--- src/rtl/i2c_tgt_pkg.sv ---
package i2c_tgt_pkg;

  localparam int BYTE_W = 8;

  typedef enum logic [3:0] {
    ST_IDLE,
    ST_ADDR,
    ST_ADDR_ACK,
    ST_MADDR,
    ST_MADDR_ACK,
    ST_WDATA,
    ST_WDATA_ACK,
    ST_RDATA,
    ST_RACK
  } tgt_state_e;

endpackage

--- src/rtl/i2c_tgt_line_mon.sv ---
module i2c_tgt_line_mon (
  input  logic clk,
  input  logic rst_n,
  input  logic scl_i,
  input  logic sda_i,
  output logic scl_rise_o,
  output logic scl_fall_o,
  output logic start_o,
  output logic stop_o
);

  logic scl_q, sda_q;

  always_ff @(posedge clk or negedge rst_n) begin
    if (!rst_n) begin
      scl_q <= 1'b1;
      sda_q <= 1'b1;
    end else begin
      scl_q <= scl_i;
      sda_q <= sda_i;
    end
  end

  assign scl_rise_o = scl_i & ~scl_q;
  assign scl_fall_o = ~scl_i & scl_q;
  // data edges only count as conditions while the clock is steadily high
  assign start_o    = scl_i & scl_q & sda_q & ~sda_i;
  assign stop_o     = scl_i & scl_q & ~sda_q & sda_i;

endmodule

--- src/rtl/i2c_tgt_addr_cmp.sv ---
module i2c_tgt_addr_cmp #(
  parameter logic [6:0] FIXED_ADDR = 7'h51
) (
  input  logic       sel_i,
  input  logic [7:0] byte_i,
  input  logic [7:0] stored_i,
  output logic       hit_o
);

  logic [6:0] target;

  assign target = sel_i ? stored_i[7:1] : FIXED_ADDR;
  assign hit_o  = (byte_i[7:1] == target);

  // the direction bit and the stored byte's low bit take no part in matching
  logic unused_ok;
  assign unused_ok = &{1'b0, byte_i[0], stored_i[0]};

endmodule

--- src/rtl/i2c_tgt_addr_cnt.sv ---
module i2c_tgt_addr_cnt #(
  parameter int AW         = 8,
  parameter int PAGE_BYTES = 2
) (
  input  logic          clk,
  input  logic          rst_n,
  input  logic          load_en,
  input  logic [AW-1:0] load_val,
  input  logic          wr_adv,
  input  logic          rd_adv,
  output logic [AW-1:0] cnt_o
);

  localparam int PB = (PAGE_BYTES > 1) ? $clog2(PAGE_BYTES) : 0;

  logic [AW-1:0] cnt_q, cnt_d, page_next;

  generate
    if (PB == 0) begin : g_no_page
      assign page_next = cnt_q;
    end else if (PB >= AW) begin : g_full_page
      assign page_next = cnt_q + AW'(1);
    end else begin : g_page
      assign page_next = {cnt_q[AW-1:PB], PB'(cnt_q[PB-1:0] + 1'b1)};

      assert_page_wrap_R8: assert property (@(posedge clk) disable iff (!rst_n)
        (wr_adv && !load_en) |=> (cnt_q[AW-1:PB] == $past(cnt_q[AW-1:PB])));
    end
  endgenerate

  always_comb begin
    cnt_d = cnt_q;
    if (load_en)     cnt_d = load_val;
    else if (wr_adv) cnt_d = page_next;
    else if (rd_adv) cnt_d = cnt_q + AW'(1);
  end

  always_ff @(posedge clk or negedge rst_n) begin
    if (!rst_n) cnt_q <= '0;
    else        cnt_q <= cnt_d;
  end

  assign cnt_o = cnt_q;

  assert_read_linear_R9: assert property (@(posedge clk) disable iff (!rst_n)
    (rd_adv && !load_en && !wr_adv) |=> (cnt_q == $past(cnt_q) + AW'(1)));

endmodule

--- src/rtl/i2c_addr_target.sv ---
module i2c_addr_target
  import i2c_tgt_pkg::*;
#(
  parameter logic [6:0] FIXED_ADDR = 7'h51,
  parameter int         AW         = 8,
  parameter int         PAGE_BYTES = 2
) (
  input  logic          clk,
  input  logic          rst_n,
  input  logic          scl_i,
  input  logic          sda_i,
  input  logic          addr_sel_i,
  input  logic [7:0]    stored_addr_i,
  input  logic          busy_i,
  input  logic [7:0]    rd_data_i,
  output logic          sda_oe_o,
  output logic          wr_stb_o,
  output logic [AW-1:0] wr_addr_o,
  output logic [7:0]    wr_data_o,
  output logic          rd_req_o,
  output logic [AW-1:0] rd_addr_o
);

  localparam int BW = $clog2(BYTE_W + 1);

  // reset: asserted asynchronously, released on a clock edge
  logic rst_meta_q, rst_int_n;
  always_ff @(posedge clk or negedge rst_n) begin
    if (!rst_n) begin
      rst_meta_q <= 1'b0;
      rst_int_n  <= 1'b0;
    end else begin
      rst_meta_q <= 1'b1;
      rst_int_n  <= rst_meta_q;
    end
  end

  logic scl_rise, scl_fall, start_det, stop_det;

  i2c_tgt_line_mon u_line (
    .clk       (clk),
    .rst_n     (rst_int_n),
    .scl_i     (scl_i),
    .sda_i     (sda_i),
    .scl_rise_o(scl_rise),
    .scl_fall_o(scl_fall),
    .start_o   (start_det),
    .stop_o    (stop_det)
  );

  tgt_state_e        state_q, state_d;
  logic [BW-1:0]     bit_q, bit_d;
  logic [BYTE_W-1:0] rx_q, rx_d, tx_q, tx_d;
  logic              oe_q, oe_d;
  logic              dir_rd_q, dir_rd_d;
  logic              acked_q, acked_d;
  logic              rd_pend_q, rd_pend_d;
  logic              wr_stb_q, wr_stb_d;
  logic [AW-1:0]     wr_addr_q, wr_addr_d;
  logic [7:0]        wr_data_q, wr_data_d;
  logic              rd_req_q, rd_req_d;
  logic [AW-1:0]     rd_addr_q, rd_addr_d;

  logic          cnt_load, cnt_wr_adv, cnt_rd_adv;
  logic [AW-1:0] cnt;
  logic          addr_hit, byte_done;

  i2c_tgt_addr_cmp #(.FIXED_ADDR(FIXED_ADDR)) u_cmp (
    .sel_i   (addr_sel_i),
    .byte_i  (rx_q),
    .stored_i(stored_addr_i),
    .hit_o   (addr_hit)
  );

  i2c_tgt_addr_cnt #(.AW(AW), .PAGE_BYTES(PAGE_BYTES)) u_cnt (
    .clk     (clk),
    .rst_n   (rst_int_n),
    .load_en (cnt_load),
    .load_val(AW'(rx_q)),
    .wr_adv  (cnt_wr_adv),
    .rd_adv  (cnt_rd_adv),
    .cnt_o   (cnt)
  );

  assign byte_done = scl_fall && (bit_q == BW'(BYTE_W));

  always_comb begin
    state_d    = state_q;
    bit_d      = bit_q;
    rx_d       = rx_q;
    tx_d       = tx_q;
    oe_d       = oe_q;
    dir_rd_d   = dir_rd_q;
    acked_d    = acked_q;
    rd_pend_d  = rd_req_q;
    wr_stb_d   = 1'b0;
    wr_addr_d  = wr_addr_q;
    wr_data_d  = wr_data_q;
    rd_req_d   = 1'b0;
    rd_addr_d  = rd_addr_q;
    cnt_load   = 1'b0;
    cnt_wr_adv = 1'b0;
    cnt_rd_adv = 1'b0;

    // read data arrives the cycle after the request
    if (rd_pend_q) tx_d = rd_data_i;

    if (start_det) begin
      state_d = ST_ADDR;
      bit_d   = '0;
      oe_d    = 1'b0;
      acked_d = 1'b0;
    end else if (stop_det) begin
      state_d = ST_IDLE;
      oe_d    = 1'b0;
      acked_d = 1'b0;
    end else begin
      case (state_q)
        ST_ADDR, ST_MADDR, ST_WDATA: begin
          if (scl_rise) begin
            rx_d  = {rx_q[BYTE_W-2:0], sda_i};
            bit_d = bit_q + BW'(1);
          end
          if (byte_done) begin
            bit_d = '0;
            if (state_q == ST_ADDR) begin
              if (addr_hit && !busy_i) begin
                oe_d     = 1'b1;
                dir_rd_d = rx_q[0];
                state_d  = ST_ADDR_ACK;
                if (rx_q[0]) begin
                  rd_req_d   = 1'b1;
                  rd_addr_d  = cnt;
                  cnt_rd_adv = 1'b1;
                end
              end else begin
                state_d = ST_IDLE;
              end
            end else if (state_q == ST_MADDR) begin
              cnt_load = 1'b1;
              oe_d     = 1'b1;
              state_d  = ST_MADDR_ACK;
            end else begin
              wr_stb_d   = 1'b1;
              wr_addr_d  = cnt;
              wr_data_d  = rx_q;
              cnt_wr_adv = 1'b1;
              oe_d       = 1'b1;
              state_d    = ST_WDATA_ACK;
            end
          end
        end
        ST_ADDR_ACK: begin
          if (scl_fall) begin
            bit_d = '0;
            if (dir_rd_q) begin
              state_d = ST_RDATA;
              oe_d    = ~tx_q[BYTE_W-1];
            end else begin
              state_d = ST_MADDR;
              oe_d    = 1'b0;
            end
          end
        end
        ST_MADDR_ACK, ST_WDATA_ACK: begin
          if (scl_fall) begin
            bit_d   = '0;
            oe_d    = 1'b0;
            state_d = ST_WDATA;
          end
        end
        ST_RDATA: begin
          if (scl_rise) bit_d = bit_q + BW'(1);
          if (scl_fall) begin
            if (bit_q == BW'(BYTE_W)) begin
              oe_d    = 1'b0;
              acked_d = 1'b0;
              state_d = ST_RACK;
            end else begin
              tx_d = {tx_q[BYTE_W-2:0], 1'b0};
              oe_d = ~tx_q[BYTE_W-2];
            end
          end
        end
        ST_RACK: begin
          if (scl_rise) begin
            if (!sda_i) begin
              acked_d    = 1'b1;
              rd_req_d   = 1'b1;
              rd_addr_d  = cnt;
              cnt_rd_adv = 1'b1;
            end else begin
              state_d = ST_IDLE;
            end
          end
          if (scl_fall && acked_q) begin
            acked_d = 1'b0;
            bit_d   = '0;
            oe_d    = ~tx_q[BYTE_W-1];
            state_d = ST_RDATA;
          end
        end
        default: ;
      endcase
    end
  end

  always_ff @(posedge clk or negedge rst_int_n) begin
    if (!rst_int_n) begin
      state_q   <= ST_IDLE;
      bit_q     <= '0;
      rx_q      <= '0;
      tx_q      <= '0;
      oe_q      <= 1'b0;
      dir_rd_q  <= 1'b0;
      acked_q   <= 1'b0;
      rd_pend_q <= 1'b0;
      wr_stb_q  <= 1'b0;
      wr_addr_q <= '0;
      wr_data_q <= '0;
      rd_req_q  <= 1'b0;
      rd_addr_q <= '0;
    end else begin
      state_q   <= state_d;
      bit_q     <= bit_d;
      rx_q      <= rx_d;
      tx_q      <= tx_d;
      oe_q      <= oe_d;
      dir_rd_q  <= dir_rd_d;
      acked_q   <= acked_d;
      rd_pend_q <= rd_pend_d;
      wr_stb_q  <= wr_stb_d;
      wr_addr_q <= wr_addr_d;
      wr_data_q <= wr_data_d;
      rd_req_q  <= rd_req_d;
      rd_addr_q <= rd_addr_d;
    end
  end

  assign sda_oe_o  = oe_q;
  assign wr_stb_o  = wr_stb_q;
  assign wr_addr_o = wr_addr_q;
  assign wr_data_o = wr_data_q;
  assign rd_req_o  = rd_req_q;
  assign rd_addr_o = rd_addr_q;

  assert_stop_release_R2: assert property (@(posedge clk) disable iff (!rst_int_n)
    stop_det |=> (!sda_oe_o && state_q == ST_IDLE));

  assert_mismatch_quiet_R5: assert property (@(posedge clk) disable iff (!rst_int_n)
    (state_q == ST_ADDR && byte_done && !addr_hit) |=> (!sda_oe_o && state_q == ST_IDLE));

  assert_busy_no_ack_R6: assert property (@(posedge clk) disable iff (!rst_int_n)
    (state_q == ST_ADDR && byte_done && busy_i) |=> !sda_oe_o);

  assert_write_acked_R7: assert property (@(posedge clk) disable iff (!rst_int_n)
    wr_stb_o |-> sda_oe_o);

  assert_oe_scl_low_R12: assert property (@(posedge clk) disable iff (!rst_int_n)
    $rose(sda_oe_o) |-> !scl_i);

endmodule

--- config.mk ---
export PLATFORM = sky130hd
export DESIGN_NAME = i2c_addr_target
export DESIGN_NICKNAME = d
export VERILOG_FILES = /design/src/rtl/i2c_tgt_pkg.sv /design/src/rtl/i2c_tgt_line_mon.sv /design/src/rtl/i2c_tgt_addr_cmp.sv /design/src/rtl/i2c_tgt_addr_cnt.sv /design/src/rtl/i2c_addr_target.sv
export SDC_FILE = /design/constraint.sdc
export NUM_CORES = 1
export LEC_CHECK = 0
export BUFFER_PORTS_ARGS = -buffer_cell sky130_fd_sc_hd__buf_2
export CAP_MARGIN = 40
export CORE_ASPECT_RATIO = 1.1
export CORE_MARGIN = 10
export CORE_UTILIZATION = 45
export CTS_BUF_LIST = sky130_fd_sc_hd__clkbuf_4
export DETAILED_ROUTE_END_ITERATION = 10
export GPL_TIMING_DRIVEN = 0
export PLACE_DENSITY = 0.65
export SYNTH_ARGS = -nofsm -noshare
export SYNTH_HDL_FRONTEND = slang
export SYNTH_SLANG_ARGS = --single-unit
--- constraint.sdc ---
create_clock -name clk -period 5 [get_ports clk]
set_input_delay 0 -clock clk [delete_from_list [all_inputs] [get_ports clk]]
set_output_delay 0 -clock clk [all_outputs]
set_load 0.05 [all_outputs]
==> metrics.md, run 1 <==
| Metric | Value |
|---|---|
| Status | `completed` |
| CP Capture Type | `flop` |
| Routed met1 length | `3510 um` |
| Yosys reg bits | `66` |
| Ys async rst share | `1.00` |
| Max-slew headroom | `0.551` |
| Commonest non-fill, non-tap cells in the layout | `63 x dfrtp_1, 52 x buf_2, 29 x nand2_1` |
| Initial Utilization | `0.460` |
| Static leakage | `1.93 nW` |
| RSZ-0062 raised after global routing | `false` |
| Die H | `111 um` |
| Synthesized instance count | `324` |
| Worst-Margin Slew | `just under 0.7 ns` |
| Setup crit start kind | `flop` |
| Number of flops mapped to enable cells by yosys | `0` |
| Syn_nets | `349` |
| Routed Antenna Nets | `0` |
| Setup TNS Final | `0 ns` |
| Peak supply drop | `0.177 mV` |
| Die Area | `11400 um2` |
| Worst EP arrival | `2.79 ns` |
| # diodes | `0` |
| Width of the die | `103 um` |
| P per Cell Area | `432 nW/um2` |
| Total power | `between 1.5 and 2 mW` |
| Library cells used by synthesis | `56` |
| Vias in the first global route | `approximately 2.6k` |
| Reg2reg path depth | `8` |
| CP max FO | `10` |
| Area Overhead vs Synth | `19.3%` |
| DP HPWL | `roughly 5500 um` |
| # nets final | `421` |
| Worst setup path class | `flop to flop` |
| Post_cts resized | `0` |
| Met2 WL | `3390 um` |
| Global-route wire length before repair | `12700 um` |
| Clock-pin slew on the worst setup and hold paths | `0.12 ns` |
| WHS | `roughly 0.14 ns` |
| Area of the core | `7390 um2` |
| GRT Util Overall | `0.137` |
| Largest net degree at the start of global routing | `38` |
| Clock Sinks | `66` |
| Total grt overflow | `0` |
| Routed wire per std cell | `15.5 um` |
| Tcrit/Tclk final | `0.497` |
| 1st-iter DRT viols | `189` |
| Seq/Total Area, Yosys | `0.486` |
| Row cnt | `33` |
| Worst-case clock buffer depth | `2` |
| Io pins | `49` |
| Syn Std Cell Area | `3400 um2` |
| CTS Root Cell | `clkbuf_4` |
| Worst hold stages | `6` |
| Detailed-router iteration count before antenna repair | `6` |
| Routed vias | `2714` |
| Max Clk Rate | `0.402 GHz` |
| Total wire length | `between 7000 and 8000 um` |
| Final Max Tran Viols | `0` |
| Design area | `approximately 4000 um2` |
| Final Hold Fails | `0` |
| DP Cell Count | `459` |
| HP Class | `primary input to flop` |
| Synth Flop Type | `dfrtp_1` |
| Setup Skew | `between 0.015 and 0.02 ns` |
| WL met3 | `479 um` |
| Worst path required time | `5.31 ns` |
| CTS tree | `done` |
| H-tree depth | `3` |
| Total CTS buffers | `9` |
| Avg Cell Area, Syn | `10.5 um2` |
| Yosys warnings | `0` |
| Share of layout cells above drive strength 1 | `0.267` |
| Top layer in use | `met4` |
| Number of fill cells | `694` |
| Post-layout min period | `2.49 ns` |
| Post-DP Area | `~3800 um2` |
| Vias per cell | `5.56` |
| # DRC | `0` |
| Setup Viol. Count Final | `0` |
| Clk_lat worst skew | `around 0.43 ns` |
| Gpl congestion | `0.841` |
| Port bufs | `47` |
| Commonest non-fill, non-tap cell in the layout | `dfrtp_1` |
| Layout Cells excl Fill | `just under 500` |
| Initial antenna violation count | `0` |
| Max Cap Violations | `0` |
==> worst max-delay path: stages (launching register included) <==
cell,delay [ns]
dfrtp_1,0.41
inv_1,0.09
ha_1,0.18
nand3b_1,0.15
nor4_1,0.49
o21a_1,0.18
buf_2,0.21
buf_2,0.29
mux2_2,0.36
==> cell type report <==
| type | instances | area (um2) | share of cell area |
|---|---|---|---|
| plain buffers | 15 | 77.6 | 0.0191 |
| inverters | 13 | 48.8 | 0.0120 |
| clock buffers | 9 | 67.6 | 0.0167 |
| clock inverters | 7 | 92.6 | 0.0228 |
| multi-input cells | 230 | 1620 | 0.399 |
| well taps | 87 | 109 | 0.0268 |
| flip-flops and latches | 66 | 1660 | 0.408 |
| repair buffers | 61 | 385 | 0.0950 |
==> stage by stage <==
stage          worst slack [ns]  utilization
2_1_floorplan              2.90            -
3_3_place_gp               2.28        0.507
3_5_place_dp               2.55        0.510
4_1_cts                    2.51        0.549
5_1_grt                    2.25        0.549
6_report                   2.51        0.549
==> flip-flops by register name (all words and copies together) (netlist names) <==
register / cells
acked_q: 1
wr_data_o: 8
wr_stb_o: 1
rst_int_n: 1
wr_addr_o: 8
dir_rd_q: 1
rst_meta_q: 1
state_q: 4
u_line.scl_q: 1
u_cnt.cnt_o: 8
rd_addr_o: 8
rd_req_o: 1
rx_q: 8
tx_q: 8
bit_q: 4
sda_oe_o: 1
rd_pend_q: 1
u_line.sda_q: 1
==> worst paths after layout <==
kind | from | to | slack [ns]
max | bit_q[0]$_DFFE_PN0P_ | wr_addr_o[0]$_DFFE_PN0P_ | 2.51
min | stored_addr_i[4] | dir_rd_q$_DFFE_PN0P_ | 0.14
max reg2reg | bit_q[0]$_DFFE_PN0P_ | wr_addr_o[0]$_DFFE_PN0P_ | 2.51
min reg2reg | rst_int_n$_DFF_PN0_ | wr_addr_o[7]$_DFFE_PN0P_ | 0.30
max in group asynchronous | rst_int_n$_DFF_PN0_ | u_cnt.cnt_o[0]$_DFFE_PN0P_ | 4.05
min in group asynchronous | rst_int_n$_DFF_PN0_ | wr_addr_o[7]$_DFFE_PN0P_ | 0.30
==> power by group <==
| group | internal (mW) | switching, mW | total (mW) |
|---|---|---|---|
| registers | 0.645 | 0.116 | 0.761 |
| clock network | 0.202 | 0.207 | 0.409 |
| logic | 0.241 | 0.343 | 0.584 |
==> routing by layer <==
| layer | global-route usage | up-vias |
|---|---|---|
| li1 | - | 1307 |
| met1 | 0.186 | 1293 |
| met2 | 0.198 | 99 |
| met3 | 0.0362 | 15 |
| met4 | 0.0585 | 0 |
| met5 | 0 | - |
==> cell usage after synthesis (3+ instances only) <==
library cell | n | share of area
dfrtp_1 | 64 | 0.47
nand2_1 | 29 | 0.032
nor2_1 | 26 | 0.029
mux2_2 | 25 | 0.083
a21oi_1 | 24 | 0.035
inv_1 | 12 | 0.013
nor2b_1 | 11 | 0.020
mux2_1 | 9 | 0.030
mux2i_1 | 8 | 0.024
o221ai_1 | 8 | 0.021
clkbuf_1 | 7 | 0.0077
nand2b_1 | 7 | 0.013
nand3_1 | 7 | 0.010
o21ai_0 | 7 | 0.010
buf_2 | 5 | 0.0074
and3_1 | 4 | 0.0074
nand4_1 | 4 | 0.0074
nor3_1 | 4 | 0.0059
a31oi_1 | 3 | 0.0055
ha_1 | 3 | 0.011
mux2_4 | 3 | 0.013
nand3b_1 | 3 | 0.0066
o22ai_1 | 3 | 0.0055
xnor2_1 | 3 | 0.0077
xor2_1 | 3 | 0.0077
==> cell families (layout without fill, tap and decap cells) <==
group	after synthesis	count (layout)	synth area share
adders and majority gates	3	3	0.0110
DFF	66	66	0.486
muxes	45	45	0.149
AOI/OAI and AO/OA	66	66	0.128
and+or+nand+nor	109	109	0.171
other	1	1	0.00110
xor gates and xnor gates	6	6	0.0155
buffers and inverters	28	105	0.0372
==> repair_timing <==
action | in CTS | in global routing
setup endpoints to repair | 0 | 0
hold buffers | 13 | 0
setup buffers | 0 | 0
endpoints found under the hold margin | 13 | 0
No activity file was read; power rests on OpenSTA's default activity.
==> run 2: changes to the inputs <==
==> constraint.sdc (replaced) <==
create_clock -name clk -period 2.6 [get_ports clk]
set_input_delay 0 -clock clk [delete_from_list [all_inputs] [get_ports clk]]
set_output_delay 0 -clock clk [all_outputs]
set_load 0.05 [all_outputs]
==> metrics.md, run 2 (synthesized netlist as in run 1, its figures left out) <==
| Metric | Value |
|---|---|
| Status | `completed` |
| Die H | `111 um (unchanged)` |
| Setup TNS Final | `0 ns (unchanged)` |
| 1st-iter DRT viols | `195 (+3.2%)` |
| Gpl congestion | `0.841 (unchanged)` |
| Area Overhead vs Synth | `19.5%` |
| Commonest non-fill, non-tap cell in the layout | `dfrtp_1` |
| Int Power | `2.09 mW (+92%)` |
| Total grt overflow | `0 (unchanged)` |
| # nets final | `421 (unchanged)` |
| Commonest non-fill, non-tap cells in the layout | `63 x dfrtp_1, 52 x buf_2, 29 x nand2_1` |
| Setup crit start kind | `flop` |
| CP max FO | `10 (unchanged)` |
| Max Clk Rate | `0.415 GHz (+3.2%)` |
| Global-route wire length before repair | `12700 um (unchanged)` |
| Peak supply drop | `0.340 mV (+92%)` |
| Share of layout cells above drive strength 1 | `0.269 (+0.00249)` |
| Initial Utilization | `0.460 (unchanged)` |
| Setup Skew | `0.0204 ns (+0.000516 ns)` |
| RSZ-0062 raised after global routing | `false` |
| Clk_lat worst skew | `0.44 ns (about the same)` |
| CTS tree | `done` |
| Io pins | `49 (unchanged)` |
| Number of fill cells | `692 (-0.29%)` |
| Sw Share | `0.381 (+0.00130)` |
| Flop pwr share | `0.433 (about the same)` |
| Die Area | `11400 um2 (unchanged)` |
| Width of the die | `103 um (unchanged)` |
| H-tree depth | `3 (unchanged)` |
| DP HPWL | `5510 um (unchanged)` |
| Row cnt | `33 (unchanged)` |
| Total power | `3.38 mW (+93%)` |
| # DRC | `0 (unchanged)` |
| Detailed-router iteration count before antenna repair | `5 (-1)` |
| Port bufs | `47 (unchanged)` |
| Combinational Power Share | `0.334 (about the same)` |
| Total CTS buffers | `9 (unchanged)` |
| Area of the core | `7390 um2 (unchanged)` |
| Clk pwr share | `0.234 (about the same)` |
| # diodes | `0 (unchanged)` |
| Vias per cell | `5.48 (-1.5%)` |
| Final Hold Fails | `0 (unchanged)` |
| Largest net degree at the start of global routing | `38 (unchanged)` |
| Worst EP arrival | `2.73 ns (-0.06 ns)` |
| Worst-case clock buffer depth | `2 (unchanged)` |
| Total wire length | `7580 um (+0.46%)` |
| Initial antenna violation count | `0 (unchanged)` |
| Max-slew headroom | `0.552 (+0.000580)` |
| Routed vias | `2673 (-1.5%)` |
| Worst setup path class | `flop to flop` |
| Static leakage | `1.93 nW (about the same)` |
| Clock Sinks | `66 (unchanged)` |
| GRT Util Overall | `0.137 (unchanged)` |
| DP Cell Count | `459 (unchanged)` |
| Post-layout min period | `2.41 ns (-0.0760 ns)` |
| Clock-pin slew on the worst setup and hold paths | `0.12 ns (about the same)` |
| Setup Viol. Count Final | `0 (unchanged)` |
| Tcrit/Tclk final | `0.927 (+0.430)` |
| Worst-Margin Slew | `0.672 ns (-0.000869 ns)` |
| CP Capture Type | `flop` |
| Sw power | `1.29 mW (+93%)` |
| Max Cap Violations | `0 (unchanged)` |
| WHS | `0.137 ns (-0.00576 ns)` |
| Layout Cells excl Fill | `488 (unchanged)` |
| Final Max Tran Viols | `0 (unchanged)` |
| Routed Antenna Nets | `0 (unchanged)` |
| Routed wire per std cell | `15.5 um (+0.46%)` |
| Final core occ | `0.550 (+0.000847)` |
| CTS Root Cell | `clkbuf_4` |
| Worst path required time | `2.92 ns (-2.39 ns)` |
| HP Class | `primary input to flop` |
| P per Cell Area | `832 nW/um2 (+92%)` |
| Vias in the first global route | `2611 (unchanged)` |
==> run 2: cell count changes in the layout (fill, tap and decap cells not counted) <==
cell / before / now
nor4_1: 2 / 1
nor4_2: 0 / 1
==> run 2: worst paths after layout <==
| kind | startpoint | end | slack, ns | depth (start not counted) |
|---|---|---|---|---|
| max | bit_q[0]$_DFFE_PN0P_ | wr_addr_o[0]$_DFFE_PN0P_ | 0.19 | 8 |
| min | stored_addr_i[4] | dir_rd_q$_DFFE_PN0P_ | 0.14 | 6 |
| max reg2reg | bit_q[0]$_DFFE_PN0P_ | wr_addr_o[0]$_DFFE_PN0P_ | 0.19 | 8 |
| min reg2reg | rst_int_n$_DFF_PN0_ | u_cnt.cnt_o[5]$_DFFE_PN0P_ | 0.30 | 0 |
| max in group asynchronous | rst_int_n$_DFF_PN0_ | u_cnt.cnt_o[0]$_DFFE_PN0P_ | 1.66 | 1 |
| min in group asynchronous | rst_int_n$_DFF_PN0_ | u_cnt.cnt_o[5]$_DFFE_PN0P_ | 0.30 | 0 |
==> run 2: power by group through the flow <==
stage,sequential (mW),combinational [mW],clock [mW]
after floorplan,1.58,0.709,0
after detailed placement,1.48,1.10,0
final,1.46,1.13,0.790
after global routing,1.50,1.25,0.850
after global placement,1.48,1.07,0
after CTS,1.46,1.12,0.801
==> run 2: timing repair <==
item / CTS / global route
setup buffers: 0 / 0
hold buffers: 13 / 0
endpoints found under the setup margin: 0 / 12
hold endpoints to repair: 13 / 0
resized for setup: 0 / 1
==> run 2: metal layers <==
layer	global-route usage	vias up	part of all wire	routed length, um
met2	0.198	67	0.45	3420
met1	0.186	1288	0.47	3560
met5	0	-	0	0
met4	0.0585	0	0.020	148
met3	0.0362	12	0.059	445
li1	-	1306	-	-
==> run 2: per-stage QoR <==
| stage | cell area, um2 | worst slack, ns |
|---|---|---|
| final | 4060 | 0.190 |
| after global placement | 3740 | -0.116 |
| after floorplan | 3400 | 0.501 |
| after detailed placement | 3770 | 0.146 |
| after CTS | 4060 | 0.114 |
| after global routing | 4060 | 0.0230 |
==> run 2: area by class of cell <==
type | count | area [um2] | area share
plain buffers | 15 | 77.6 | 0.0191
multi-input cells | 230 | 1630 | 0.400
clock buffers | 9 | 67.6 | 0.0166
flip-flops and latches | 66 | 1660 | 0.407
inverters | 13 | 48.8 | 0.0120
well taps | 87 | 109 | 0.0268
repair buffers | 61 | 385 | 0.0949
clock inverters | 7 | 92.6 | 0.0228
==> run 2: critical path: stages (launching register included) <==
cell and delay, ns:
dfrtp_1 0.41, inv_1 0.09, ha_1 0.18, nand3b_1 0.16, nor4_2 0.41, o21a_1 0.17
buf_2 0.21, buf_2 0.29, mux2_2 0.36
